$ cat config.mk
export PLATFORM = sky130hd
export DESIGN_NAME = lnk_frame_demux
export DESIGN_NICKNAME = d
export VERILOG_FILES = /design/src/rtl/lnk_pkg.sv /design/src/rtl/lnk_rx_fsm.sv /design/src/rtl/lnk_cfg_bank.sv /design/src/rtl/lnk_pix_stage.sv /design/src/rtl/lnk_err_ctr.sv /design/src/rtl/lnk_frame_demux.sv
export SDC_FILE = /design/constraint.sdc
export NUM_CORES = 1
export LEC_CHECK = 0
export CAP_MARGIN = 20
export CORE_AREA = 2 2 125 127
export CTS_CLUSTER_DIAMETER = 200
export CTS_CLUSTER_SIZE = 24
export DETAILED_ROUTE_END_ITERATION = 10
export DIE_AREA = 0 0 127 129
export HOLD_SLACK_MARGIN = 0.08
export PLACE_DENSITY_LB_ADDON = 0.3
export SLEW_MARGIN = 30
export SYNTH_ARGS = -nofsm -noshare
export SYNTH_HDL_FRONTEND = slang
export SYNTH_SLANG_ARGS = --single-unit
$ cat constraint.sdc
create_clock -name clk -period 5.85 [get_ports clk]
set_clock_uncertainty 0.1 [all_clocks]
set_input_delay 1.4625 -clock clk [delete_from_list [all_inputs] [get_ports clk]]
set_output_delay 1.4625 -clock clk [all_outputs]
set_load 0.01 [all_outputs]
$ cat src/rtl/lnk_pkg.sv
package lnk_pkg;

  localparam int LEN_W = 16;

  localparam logic [7:0] TYPE_CTRL = 8'h01;
  localparam logic [7:0] TYPE_DATA = 8'h02;

  typedef enum logic [2:0] {
    ST_IDLE,
    ST_WAIT_H,
    ST_WAIT_SSD,
    ST_HDR,
    ST_PCTRL,
    ST_PDATA,
    ST_SKIP
  } lnk_st_e;

  typedef enum logic [1:0] {
    K_CTRL,
    K_DATA,
    K_OTHER
  } lnk_kind_e;

  // Payload length from the two header bytes, high byte first.
  function automatic logic [LEN_W-1:0] f_len(input logic [7:0] hi, input logic [7:0] lo);
    return {hi, lo};
  endfunction

  function automatic lnk_kind_e f_kind(input logic [7:0] t);
    if (t == TYPE_CTRL) return K_CTRL;
    if (t == TYPE_DATA) return K_DATA;
    return K_OTHER;
  endfunction

  // Saturating increment on a counter whose ceiling is maxv.
  function automatic int unsigned f_sat_next(input int unsigned cur, input int unsigned maxv);
    return (cur >= maxv) ? maxv : cur + 1;
  endfunction

endpackage

$ cat src/rtl/lnk_rx_fsm.sv
module lnk_rx_fsm
  import lnk_pkg::*;
#(
  parameter logic [7:0] H_CODE   = 8'hA5,
  parameter logic [7:0] SSD_CODE = 8'hD5
) (
  input  logic             clk,
  input  logic             rst_n,
  input  logic             rx_dv,
  input  logic [7:0]       rx_byte,
  output logic             ev_err,
  output logic             ctrl_open,
  output logic             ctrl_wr,
  output logic             ctrl_last,
  output logic             pix_go,
  output logic             pix_first,
  output logic             pix_last,
  output logic [LEN_W-1:0] wr_idx,
  output logic [7:0]       wr_byte
);

  localparam int HDR_BYTES = 4;
  localparam int HIDX_W    = $clog2(HDR_BYTES);

  lnk_st_e            st, nxt;
  logic [HIDX_W-1:0]  hidx;
  logic [7:0]         type_q, len_hi_q, len_lo_q;
  logic [LEN_W-1:0]   pcnt;
  logic [LEN_W-1:0]   len_full;
  logic               pay_end;

  assign len_full = f_len(len_hi_q, len_lo_q);
  assign pay_end  = (pcnt == len_full - 1'b1);
  assign wr_idx   = pcnt;
  assign wr_byte  = rx_byte;

  always_comb begin
    nxt       = st;
    ev_err    = 1'b0;
    ctrl_open = 1'b0;
    ctrl_wr   = 1'b0;
    ctrl_last = 1'b0;
    pix_go    = 1'b0;
    pix_first = 1'b0;
    pix_last  = 1'b0;
    case (st)
      ST_IDLE: begin
        if (rx_dv) nxt = (rx_byte == H_CODE) ? ST_WAIT_SSD : ST_WAIT_H;
      end
      ST_WAIT_H: begin
        if (!rx_dv) begin
          nxt    = ST_IDLE;
          ev_err = 1'b1;
        end else if (rx_byte == H_CODE) begin
          nxt = ST_WAIT_SSD;
        end
      end
      ST_WAIT_SSD: begin
        if (!rx_dv) begin
          nxt    = ST_IDLE;
          ev_err = 1'b1;
        end else if (rx_byte == SSD_CODE) begin
          nxt = ST_HDR;
        end else begin
          nxt    = ST_SKIP;
          ev_err = 1'b1;
        end
      end
      ST_HDR: begin
        if (!rx_dv) begin
          nxt    = ST_IDLE;
          ev_err = 1'b1;
        end else if (hidx == HIDX_W'(HDR_BYTES - 1)) begin
          if (len_full == '0) begin
            nxt = ST_SKIP;
          end else begin
            case (f_kind(type_q))
              K_CTRL: begin
                nxt       = ST_PCTRL;
                ctrl_open = 1'b1;
              end
              K_DATA:  nxt = ST_PDATA;
              default: nxt = ST_SKIP;
            endcase
          end
        end
      end
      ST_PCTRL: begin
        if (!rx_dv) begin
          nxt = ST_IDLE;
        end else begin
          ctrl_wr   = 1'b1;
          ctrl_last = pay_end;
          if (pay_end) nxt = ST_SKIP;
        end
      end
      ST_PDATA: begin
        if (!rx_dv) begin
          nxt = ST_IDLE;
        end else begin
          pix_go    = 1'b1;
          pix_first = (pcnt == '0);
          pix_last  = pay_end;
          if (pay_end) nxt = ST_SKIP;
        end
      end
      ST_SKIP: begin
        if (!rx_dv) nxt = ST_IDLE;
      end
      default: nxt = ST_IDLE;
    endcase
  end

  always_ff @(posedge clk or negedge rst_n) begin
    if (!rst_n) st <= ST_IDLE;
    else        st <= nxt;
  end

  always_ff @(posedge clk or negedge rst_n) begin
    if (!rst_n) begin
      hidx     <= '0;
      type_q   <= '0;
      len_hi_q <= '0;
      len_lo_q <= '0;
    end else if (st == ST_WAIT_SSD) begin
      hidx <= '0;
    end else if (st == ST_HDR && rx_dv) begin
      hidx <= hidx + 1'b1;
      case (hidx)
        HIDX_W'(0): type_q   <= rx_byte;
        HIDX_W'(1): len_hi_q <= rx_byte;
        HIDX_W'(2): len_lo_q <= rx_byte;
        default: ;
      endcase
    end
  end

  always_ff @(posedge clk or negedge rst_n) begin
    if (!rst_n) begin
      pcnt <= '0;
    end else if (st == ST_HDR) begin
      pcnt <= '0;
    end else if ((st == ST_PCTRL || st == ST_PDATA) && rx_dv) begin
      pcnt <= pcnt + 1'b1;
    end
  end

endmodule

$ cat src/rtl/lnk_cfg_bank.sv
module lnk_cfg_bank
  import lnk_pkg::*;
#(
  parameter int NREG = 8
) (
  input  logic              clk,
  input  logic              rst_n,
  input  logic              open_frm,
  input  logic              wr,
  input  logic              last,
  input  logic [LEN_W-1:0]  idx,
  input  logic [7:0]        wbyte,
  output logic [NREG*8-1:0] cfg_flat,
  output logic              commit
);

  logic commit_now;
  assign commit_now = wr && last;

  for (genvar i = 0; i < NREG; i++) begin : g_reg
    logic [7:0] shd;
    logic [7:0] act;
    logic       hit;

    assign hit = wr && (idx == LEN_W'(i));

    // Shadow starts each control frame as a copy of the committed value.
    always_ff @(posedge clk or negedge rst_n) begin
      if (!rst_n)        shd <= '0;
      else if (open_frm) shd <= act;
      else if (hit)      shd <= wbyte;
    end

    // Commit forwards the byte written in the same cycle.
    always_ff @(posedge clk or negedge rst_n) begin
      if (!rst_n)          act <= '0;
      else if (commit_now) act <= hit ? wbyte : shd;
    end

    assign cfg_flat[8*i +: 8] = act;
  end

  always_ff @(posedge clk or negedge rst_n) begin
    if (!rst_n) commit <= 1'b0;
    else        commit <= commit_now;
  end

endmodule

$ cat src/rtl/lnk_pix_stage.sv
module lnk_pix_stage (
  input  logic       clk,
  input  logic       rst_n,
  input  logic       go,
  input  logic       first,
  input  logic       last,
  input  logic [7:0] din,
  output logic       pix_valid,
  output logic [7:0] pix_data,
  output logic       pix_sof,
  output logic       pix_eof
);

  always_ff @(posedge clk or negedge rst_n) begin
    if (!rst_n) begin
      pix_valid <= 1'b0;
      pix_sof   <= 1'b0;
      pix_eof   <= 1'b0;
    end else begin
      pix_valid <= go;
      pix_sof   <= go && first;
      pix_eof   <= go && last;
    end
  end

  always_ff @(posedge clk or negedge rst_n) begin
    if (!rst_n)  pix_data <= '0;
    else if (go) pix_data <= din;
  end

endmodule

$ cat src/rtl/lnk_err_ctr.sv
module lnk_err_ctr
  import lnk_pkg::*;
#(
  parameter int ERR_W = 8
) (
  input  logic             clk,
  input  logic             rst_n,
  input  logic             bump,
  output logic [ERR_W-1:0] cnt
);

  localparam int unsigned ERR_MAX = (1 << ERR_W) - 1;

  always_ff @(posedge clk or negedge rst_n) begin
    if (!rst_n)    cnt <= '0;
    else if (bump) cnt <= ERR_W'(f_sat_next(32'(cnt), ERR_MAX));
  end

endmodule

$ cat src/rtl/lnk_frame_demux.sv
module lnk_frame_demux
  import lnk_pkg::*;
#(
  parameter logic [7:0] H_CODE   = 8'hA5,
  parameter logic [7:0] SSD_CODE = 8'hD5,
  parameter int         NREG     = 8,
  parameter int         ERR_W    = 8
) (
  input  logic              clk,
  input  logic              rst_n,
  input  logic              rx_dv,
  input  logic [7:0]        rx_byte,
  output logic [NREG*8-1:0] cfg_flat,
  output logic              cfg_commit,
  output logic              pix_valid,
  output logic [7:0]        pix_data,
  output logic              pix_sof,
  output logic              pix_eof,
  output logic [ERR_W-1:0]  err_cnt
);

  // Internal events, named for the checker.
  logic             ev_err;
  logic             ctrl_open;
  logic             ctrl_wr;
  logic             ctrl_last;
  logic             pix_go;
  logic             pix_first;
  logic             pix_last;
  logic [LEN_W-1:0] wr_idx;
  logic [7:0]       wr_byte;

  lnk_rx_fsm #(
    .H_CODE   (H_CODE),
    .SSD_CODE (SSD_CODE)
  ) u_fsm (
    .clk       (clk),
    .rst_n     (rst_n),
    .rx_dv     (rx_dv),
    .rx_byte   (rx_byte),
    .ev_err    (ev_err),
    .ctrl_open (ctrl_open),
    .ctrl_wr   (ctrl_wr),
    .ctrl_last (ctrl_last),
    .pix_go    (pix_go),
    .pix_first (pix_first),
    .pix_last  (pix_last),
    .wr_idx    (wr_idx),
    .wr_byte   (wr_byte)
  );

  lnk_cfg_bank #(
    .NREG (NREG)
  ) u_bank (
    .clk      (clk),
    .rst_n    (rst_n),
    .open_frm (ctrl_open),
    .wr       (ctrl_wr),
    .last     (ctrl_last),
    .idx      (wr_idx),
    .wbyte    (wr_byte),
    .cfg_flat (cfg_flat),
    .commit   (cfg_commit)
  );

  lnk_pix_stage u_pix (
    .clk       (clk),
    .rst_n     (rst_n),
    .go        (pix_go),
    .first     (pix_first),
    .last      (pix_last),
    .din       (wr_byte),
    .pix_valid (pix_valid),
    .pix_data  (pix_data),
    .pix_sof   (pix_sof),
    .pix_eof   (pix_eof)
  );

  lnk_err_ctr #(
    .ERR_W (ERR_W)
  ) u_err (
    .clk  (clk),
    .rst_n(rst_n),
    .bump (ev_err),
    .cnt  (err_cnt)
  );

endmodule

; Word-level counts from Yosys, hierarchy flattened
; Index checks and enable logic that the tools add are counted.
[word_totals]
reg_bits = 193
latchBits = 0
ram_bits = 0
romBits = 0
in_bits = 11
word_cells = 159
n_memories = 0
[op_classes]
add_sub_neg = 4
multipliers = 0
div = 0
magnitude_cmp = 1
eq_ne = 27
shift = 0
n_mux = 71
bitwise = 1
n_reduce_logical = 27
[ops]
columns = cell, n
row1 = 8-bit 2-to-1 mux, 17
row2 = "16-bit by 3-bit equality test with 1-bit output, second input constant", 4
row3 = 3-bit 2-to-1 mux, 11
row4 = "16-bit by 2-bit equality test with 1-bit output, second input constant", 2
row5 = 16-bit logical NOT, 2
row6 = 16-bit 2-to-1 mux, 2
row7 = 1-bit 2-to-1 mux, 27
row8 = 2-bit 2-to-1 mux, 11
row9 = 3-bit one-hot mux with 6 select lines, 1
row10 = "16-bit by 1-bit adder with 16-bit output, second input constant", 1
row11 = "16-bit by 1-bit equality test with 1-bit output, second input constant", 1
row12 = 16-bit equality test, 1
row13 = "8-bit equality test, second input constant", 2
row14 = "16-bit by 1-bit subtractor with 16-bit output, second input constant", 1
row15 = 1-bit logical AND, 13
row16 = "3-bit equality test, second input constant", 3
row17 = "3-bit by 2-bit != test with 1-bit output, second input constant", 3
row18 = 3-bit AND reduction, 3
row19 = "8-bit by 1-bit adder with 8-bit output, second input constant", 1
row20 = "8-bit by 1-bit equality test with 1-bit output, second input constant", 1
row21 = "8-bit by 2-bit equality test with 1-bit output, second input constant", 1
row22 = "8-bit >= comparator, second input constant", 1
row23 = "3-bit by 2-bit equality test with 1-bit output, second input constant", 2
row24 = 5-bit AND reduction, 1
row25 = 13 further kinds, 19

; Logic depth before layout (Yosys ltp)
; Gate-level depths: netlist of the first run.
[depth]
ltp_word = 24
ltp_mapped = 11

; Cells and area by module
; A second synthesis of the first run with hierarchy kept.
[hier_totals]
cells_unflattened = 963
hier_area_um2 = 9550.4
[modules_own_cells]
columns = module, n_inst, cells_per_inst, area_per_inst_um2
row1 = lnk_cfg_bank, 1, 594, 5766.8
row2 = lnk_rx_fsm, 1, 309, 2955.3
row3 = lnk_pix_stage, 1, 22, 421.7
row4 = lnk_err_ctr, 1, 38, 406.6

; Least setup slack after synthesis of the first run
; Ideal clock, no wire load.
[synth_timing]
path_type = input to register
from = in rx_dv
to = reg u_bank.g_reg[0].shd[7]
arrival_ns = 3.171
t_required_ns = 5.613
slack_ns = 2.442
stages = 8
path_buffers = 2
cell_sequence = clkbuf_1 and3b_1 clkbuf_1 nand2_1 nor3_1 nand2_1 mux2i_1 a21oi_1
[synth_between]
elab_chain_cells = 5
word_cells_on_any_way = 7
cone_classes = mux (6) / reduce/logical (1)
[synth_lines]
columns = item, line_no
row1 = from (decl), lnk_frame_demux.sv:11  ; input logic rx_dv,
row2 = 1-bit 2-to-1 mux, lnk_rx_fsm.sv:89  ; if (!rx_dv) begin
row3 = 1-bit 2-to-1 mux, lnk_rx_fsm.sv:46  ; case (st)
row4 = 1-bit logical AND, lnk_cfg_bank.sv:25  ; assign hit = wr && (idx == LEN_W'(i));
row5 = 8-bit 2-to-1 mux, --
row6 = 8-bit 2-to-1 mux *, lnk_cfg_bank.sv:30  ; else if (open_frm) shd <= act;
row7 = to (signal assigned), lnk_cfg_bank.sv:30
row8 = to (signal assigned), lnk_cfg_bank.sv:31  ; else if (hit) shd <= wbyte;
row9 = to (decl), lnk_cfg_bank.sv:21  ; logic [7:0] shd;
; Every way passes the cells marked *; elsewhere a longest branch is shown, timed or not.
; A chain may end at the register's enable or synchronous reset.

; Worst setup path after layout of the first run
[layout_timing]
from = in rx_dv
to = reg u_bank.g_reg[6].act[1]
[layout_between]
elab_chain_cells = 4
word_cells_on_any_way = 7
cone_classes = mux (5) / reduce/logical (2)
[layout_lines]
columns = item, line_no
row1 = 1-bit 2-to-1 mux, lnk_rx_fsm.sv:89
row2 = 1-bit 2-to-1 mux, lnk_rx_fsm.sv:46
row3 = 1-bit logical AND, lnk_cfg_bank.sv:25
row4 = 8-bit 2-to-1 mux, lnk_cfg_bank.sv:37  ; else if (commit_now) act <= hit ? wbyte : shd;
row5 = to (signal assigned), lnk_cfg_bank.sv:37
row6 = to (decl), lnk_cfg_bank.sv:22  ; logic [7:0] act;
; Several ways; a longest one is shown, not always the timed one.

==> impl_metrics.env, run 1 <==
export IMPL_clkTransAtPathRegs_ns=0.07
export IMPL_post_cts_resized=0
export IMPL_num_antenna_cells=0
export IMPL_synthCells=837
export IMPL_setup_tns_ns=0
export IMPL_synth_largest_area_cell="dfrtp_1"
export IMPL_ff2ff_path_depth=10
export IMPL_wire_per_inst_um=18.0
export IMPL_grt_usage_pct=26.1
export IMPL_timing_rr_end="u_bank.g_reg[6].act[1]$_DFFE_PN0P_"
export IMPL_r2r_slack_ns=2.27
export IMPL_cts_htree_levels=4
export IMPL_worst_pin_slew_ns=0.847
export IMPL_holdPathEnd="u_pix.pix_data[4]$_DFFE_PN0P_"
export IMPL_min_period_ns=4.10
export IMPL_grt_max_degree=103
export IMPL_rows=45
export IMPL_post_cts_setup_buffers=0
export IMPL_slew_limit_headroom_pct=43.4
export IMPL_setup_viol=0
export IMPL_detail_route_antenna_nets=0
export IMPL_fp_dieArea_um2=16400
export IMPL_drive_gt1_share_pct=9.04
export IMPL_drtIter0Drc=465
export IMPL_synth_seq_cells=193
export IMPL_max_cap_violations=0
export IMPL_antenna_found_initial=0
export IMPL_p_leak_nw=5.97
export IMPL_ios=95
export IMPL_dr_pass1_iters=5
export IMPL_crit_type="in2reg"
export IMPL_portBuffers=94
export IMPL_fin_util_pct=71.5
export IMPL_fin_crit_sh_pct=70.0
export IMPL_final_common_cell="dfrtp_1"
export IMPL_achievable_frequency_mhz=244
export IMPL_coreArea_um2=15000
export IMPL_crit_fanout=10
export IMPL_clock_path_buffers=2
export IMPL_area_delta_synth_final_pct=18.1
export IMPL_grt_pass1_wl_um=33300
export IMPL_irDropWorstVdd_mv=0.239
export IMPL_dp_hpwl_um=12600
export IMPL_mostFrequentLayoutCells="dfrtp_1 (193), mux2i_1 (128), nor2_1 (95)"
export IMPL_overflow=0
export IMPL_synth_area_um2=9060
export IMPL_synthArstFlopShare_pct=100
export IMPL_clkLatencyLatePin_ns=0.43
export IMPL_hold_buffers=0
export IMPL_synth_seq_area_share_pct=53.3
export IMPL_fillerInstances=1104
export IMPL_nets=939
export IMPL_ys_flop_type="dfrtp_1"
export IMPL_drc=0
export IMPL_start_util_pct=60.5
export IMPL_drv_slew=0
export IMPL_holdCritPathClass="reg2reg"
export IMPL_routed_wl_um=20100
export IMPL_cts_root_buf="clkbuf_16"
export IMPL_cp_arrival_ns=4.27
export IMPL_hold_viol=0
export IMPL_vias=6490
export IMPL_grt_setup_unrepaired="false"
export IMPL_synth_avg_cell_area_um2=10.8
export IMPL_synth_area_leaders="dfrtp_1 (53%), mux2i_1 (14%), mux2_2 (4.5%), a21oi_1 (4.1%), nor2_1 (3.9%)"
export IMPL_cts_buffers_inserted=17
export IMPL_cp_required_ns=6.02
export IMPL_power_density_nw_per_um2=255
export IMPL_ys_types=53
export IMPL_die_x_um=127
export IMPL_die_y_um=129
export IMPL_first_global_vias=6449
export IMPL_crit_reg2reg_launch="u_fsm.len_lo_q[0]$_DFFE_PN0P_"
export IMPL_detail_route_vias_per_cell=5.81
export IMPL_cts_sinks=193
export IMPL_cts_tree="yes"
export IMPL_synth_top_cell_area_share_pct=53.3
export IMPL_hold_start="u_pix.pix_data[4]$_DFFE_PN0P_"
export IMPL_syn_nets=858
export IMPL_place_gp_congestion=0.891
export IMPL_synth_edf_count=0
export IMPL_endpoint_kind="register"
export IMPL_outcome="complete, no violations"
export IMPL_synth_warning_count=0
export IMPL_holdPathStages=1
export IMPL_start_kind="input pin"
export IMPL_p_total_mw=2.73
==> kinds of logic after synthesis <==
logic type | synth area share, %
XOR/XNOR | 2.90
flip-flops | 53.3
multiplexers | 18.6
AND/OR/NAND/NOR | 10.8
adder cells (fa/ha/maj) | 1.38
AO/OA/AOI/OAI | 7.30
buffers and inverters | 5.74
==> cell usage after synthesis, types with 2 or more instances <==
library cell and count:
nor2_1 95, inv_1 80, nand4_1 7, nor4b_1 3
xnor2_1 15, and2_1 2, o21a_1 2, and3_1 7
or2_2 2, or4_1 2, dfrtp_1 193, a32oi_1 2
a31oi_1 9, xor2_1 15, buf_6 7, nand2_1 31
and3b_1 2, a21oi_1 74, nor4_1 7, nor3_1 10
a22o_1 3, nand3_1 12, mux2i_1 128, nor3b_1 4
clkbuf_1 35, mux2_2 36, ha_1 10, a22oi_1 2
buf_2 2, o21ai_0 8, or3_1 6, and4_1 2
nand3b_1 4
==> cell type report <==
| type | instances | area [um2] | share of cell area (%) |
|---|---|---|---|
| multi-input combinational | 520 | 3730 | 34.8 |
| tap | 188 | 235 | 2.20 |
| sequential | 193 | 4830 | 45.1 |
| clock inverter | 10 | 103 | 0.959 |
| clock buffer | 20 | 447 | 4.17 |
| inverter | 80 | 300 | 2.81 |
| timing repair buffer | 106 | 1060 | 9.89 |
==> per-layer routing <==
| layer | up-vias | track usage (%) | routed length (um) |
|---|---|---|---|
| li1 | 3019 | - | - |
| met1 | 3275 | 35.7 | 8940 |
| met2 | 176 | 43.6 | 9960 |
| met3 | 20 | 5.07 | 955 |
| met4 | 0 | 6.46 | 257 |
| met5 | - | 0 | 0 |
==> registers in the layout, indices dropped and copies added (netlist names) <==
name             count
u_bank.g.act        64
u_bank.g.shd        64
u_fsm.wr_idx        16
u_err.cnt            8
u_fsm.len_hi_q       8
u_fsm.len_lo_q       8
u_fsm.type_q         8
u_pix.pix_data       8
u_fsm.st             3
u_fsm.hidx           2
u_bank.commit        1
u_pix.pix_eof        1
u_pix.pix_sof        1
u_pix.pix_valid      1
==> worst max-delay path, cell delays in order <==
cell and delay [ns]:
clkdlybuf4s50_1 0.66, and3b_1 0.41, nand2_1 0.16, nor3_1 0.58
nand2_1 0.51, mux2i_1 0.35, mux2i_1 0.13
==> per-stage QoR <==
stage	cell area, um2	worst slack [ns]	std cells	hold slack [ns]
5_1_grt	10700	1.59	1117	0.416
4_1_cts	10700	1.80	1116	0.409
2_1_floorplan	9060	2.44	837	0.380
3_5_place_dp	10100	1.42	1086	0.394
6_report	10700	1.75	1117	0.403
3_3_place_gp	10100	1.52	1086	0.389
==> where the power goes <==
part	internal [mW]	switching [mW]	leakage [nW]
clock network	0.600	0.505	0.269
registers	1.37	0.0470	2.33
logic	0.0990	0.111	3.37
==> worst max path at each step <==
| stage | from | endpoint | slack, ns | depth (start not counted) |
|---|---|---|---|---|
| 2_1_floorplan | rx_dv | u_bank.g_reg[0].shd[7]$_DFF_PN0_ | 2.44 | 8 |
| 3_3_place_gp | rx_dv | u_bank.g_reg[4].act[5]$_DFFE_PN0P_ | 1.52 | 7 |
| 3_5_place_dp | rx_dv | u_bank.g_reg[4].act[3]$_DFFE_PN0P_ | 1.42 | 7 |
| 4_1_cts | rx_dv | u_bank.g_reg[5].shd[4]$_DFF_PN0_ | 1.80 | 7 |
| 5_1_grt | rx_dv | u_bank.g_reg[6].act[1]$_DFFE_PN0P_ | 1.59 | 7 |
| 6_report | rx_dv | u_bank.g_reg[6].act[1]$_DFFE_PN0P_ | 1.75 | 7 |
Note: power is estimated with default switching activity, not from simulation.
==> inputs of run 2 (changes only) <==
--- a/config.mk
+++ b/config.mk
@@ -6,11 +6,11 @@
 export NUM_CORES = 1
 export LEC_CHECK = 0
 export CAP_MARGIN = 20
-export CORE_AREA = 2 2 125 127
+export CORE_AREA = 2 2 137 139
 export CTS_CLUSTER_DIAMETER = 200
 export CTS_CLUSTER_SIZE = 24
 export DETAILED_ROUTE_END_ITERATION = 10
-export DIE_AREA = 0 0 127 129
+export DIE_AREA = 0 0 139 141
 export HOLD_SLACK_MARGIN = 0.08
 export PLACE_DENSITY_LB_ADDON = 0.3
 export SLEW_MARGIN = 30
==> constraint.sdc (replaced) <==
create_clock -name clk -period 3.55 [get_ports clk]
set_clock_uncertainty 0.1 [all_clocks]
set_input_delay 0.8875 -clock clk [delete_from_list [all_inputs] [get_ports clk]]
set_output_delay 0.8875 -clock clk [all_outputs]
set_load 0.01 [all_outputs]
==> impl_metrics.env, run 2 (synthesized netlist as in run 1, its figures left out) <==
export IMPL_clkLatencyLatePin_ns=0.43
export IMPL_die_y_um=141
export IMPL_hold_viol=0
export IMPL_mostFrequentLayoutCells="dfrtp_1 (193), mux2i_1 (128), nor2_1 (95)"
export IMPL_cts_buffers_inserted=17
export IMPL_place_gp_congestion=0.841
export IMPL_setup_tns_ns=0
export IMPL_drtIter0Drc=464
export IMPL_design_area_um2=11000
export IMPL_wire_per_inst_um=17.3
export IMPL_rows=50
export IMPL_area_delta_synth_final_pct=20.9
export IMPL_drive_gt1_share_pct=10.6
export IMPL_crit_reg2reg_launch="u_fsm.len_lo_q[0]$_DFFE_PN0P_"
export IMPL_grt_usage_pct=21.6
export IMPL_timing_rr_end="u_bank.g_reg[3].act[3]$_DFFE_PN0P_"
export IMPL_num_antenna_cells=0
export IMPL_overflow=0
export IMPL_fp_dieArea_um2=19600
export IMPL_p_leak_nw=6.08
export IMPL_cp_required_ns=3.80
export IMPL_grt_pass1_wl_um=33500
export IMPL_setup_viol=0
export IMPL_irDropWorstVdd_mv=0.355
export IMPL_hold_buffers=0
export IMPL_nets=951
export IMPL_r2r_slack_ns=0.16
export IMPL_grt_max_degree=90
export IMPL_first_global_vias=6337
export IMPL_drv_slew=0
export IMPL_detail_route_antenna_nets=0
export IMPL_crit_type="reg2reg"
export IMPL_start_kind="register"
export IMPL_cts_root_buf="clkbuf_16"
export IMPL_endpoint_kind="register"
export IMPL_holdCritPathClass="in2async"
export IMPL_coreArea_um2=18300
export IMPL_start_util_pct=49.6
export IMPL_cts_sinks=193
export IMPL_cp_cell_sequence="inv_1 > ha_1 > or4b_4 > or4_4 > xnor2_1 > o221a_1 > o32ai_2 > nand3_4 > buf_12 > mux2i_1"
export IMPL_fin_crit_sh_pct=95.5
export IMPL_p_total_mw=4.64
export IMPL_min_period_ns=3.39
export IMPL_cts_tree="yes"
export IMPL_crit_fanout=31
export IMPL_worst_pin_slew_ns=0.769
export IMPL_routed_wl_um=20300
export IMPL_cts_htree_levels=4
export IMPL_ff2ff_path_depth=10
export IMPL_ios=95
export IMPL_final_common_cell="dfrtp_1"
export IMPL_grt_setup_unrepaired="false"
export IMPL_antenna_found_initial=0
export IMPL_post_cts_setup_buffers=0
export IMPL_outcome="complete, no violations"
export IMPL_slowest_stage="or4_4"
export IMPL_drc=0
export IMPL_portBuffers=94
export IMPL_dr_pass1_iters=6
export IMPL_clock_path_buffers=2
export IMPL_crit_family="simple AND/OR/NAND/NOR gates"
export IMPL_detail_route_vias_per_cell=5.42
export IMPL_max_cap_violations=0
export IMPL_dpl_cell_area_um2=10300
export IMPL_clkTransAtPathRegs_ns=0.07
export IMPL_power_density_nw_per_um2=423
export IMPL_achievable_frequency_mhz=295
export IMPL_slowest_delay_ns=0.54
export IMPL_slew_limit_headroom_pct=48.7
export IMPL_dp_hpwl_um=13400
export IMPL_die_x_um=139
export IMPL_path_buf_inv=2
export IMPL_cp_arrival_ns=3.64
export IMPL_post_cts_resized=0
export IMPL_vias=6377
run 2: layout make-up:
class	count	area, um2
Clock buffer	20	457
Clock inverter	12	145
Timing Repair Buffer	118	1200
Sequential cell	193	4830
Tap cell	234	293
Multi-Input combinational cell	520	3740
Inverter	80	300
Fill cell	1523	7310
run 2: worst max path at each step:
stage	endpoint	cells after the start	slack (ns)	from
after floorplan	u_bank.g_reg[0].act[0]$_DFFE_PN0P_	11	0.60	u_fsm.len_lo_q[0]$_DFFE_PN0P_
after global placement	u_err.cnt[6]$_DFFE_PN0P_	8	0.1	rx_byte[1]
after detailed placement	u_err.cnt[6]$_DFFE_PN0P_	8	0.02	rx_byte[1]
after CTS	u_bank.g_reg[3].act[1]$_DFFE_PN0P_	10	0.16	u_fsm.len_lo_q[0]$_DFFE_PN0P_
after global routing	u_bank.g_reg[6].act[0]$_DFFE_PN0P_	10	0.004	u_fsm.len_lo_q[0]$_DFFE_PN0P_
final	u_bank.g_reg[3].act[3]$_DFFE_PN0P_	10	0.16	u_fsm.len_lo_q[0]$_DFFE_PN0P_
run 2: metrics by stage:
| step | worst slack [ns] | cells | util (%) | hold slack (ns) |
|---|---|---|---|---|
| floorplan | 0.604 | 837 | - | 0.380 |
| global placement | 0.0969 | 1144 | 56.6 | 0.389 |
| detailed placement | 0.0174 | 1144 | 56.6 | 0.396 |
| CTS | 0.157 | 1176 | 59.9 | 0.411 |
| global route | 0.00414 | 1177 | 60.0 | 0.430 |
| finish | 0.161 | 1177 | 60.0 | 0.388 |
run 2: power by group:
part	internal, mW	switching [mW]
Combinational	0.168	0.185
Clock	1.09	0.863
Sequential	2.25	0.0744
Total	3.52	1.12
run 2: layer usage:
metal  wire [um]  vias up  global-route usage, %  share of wire [%]
li1            -     3047                      -                  -
met2        9910      158                   35.9                 49
met3         802       27                   3.91                3.9
met1        9230     3145                   29.1                 45
met4         391        0                   6.65                1.9
met5           0        -                      0                  0
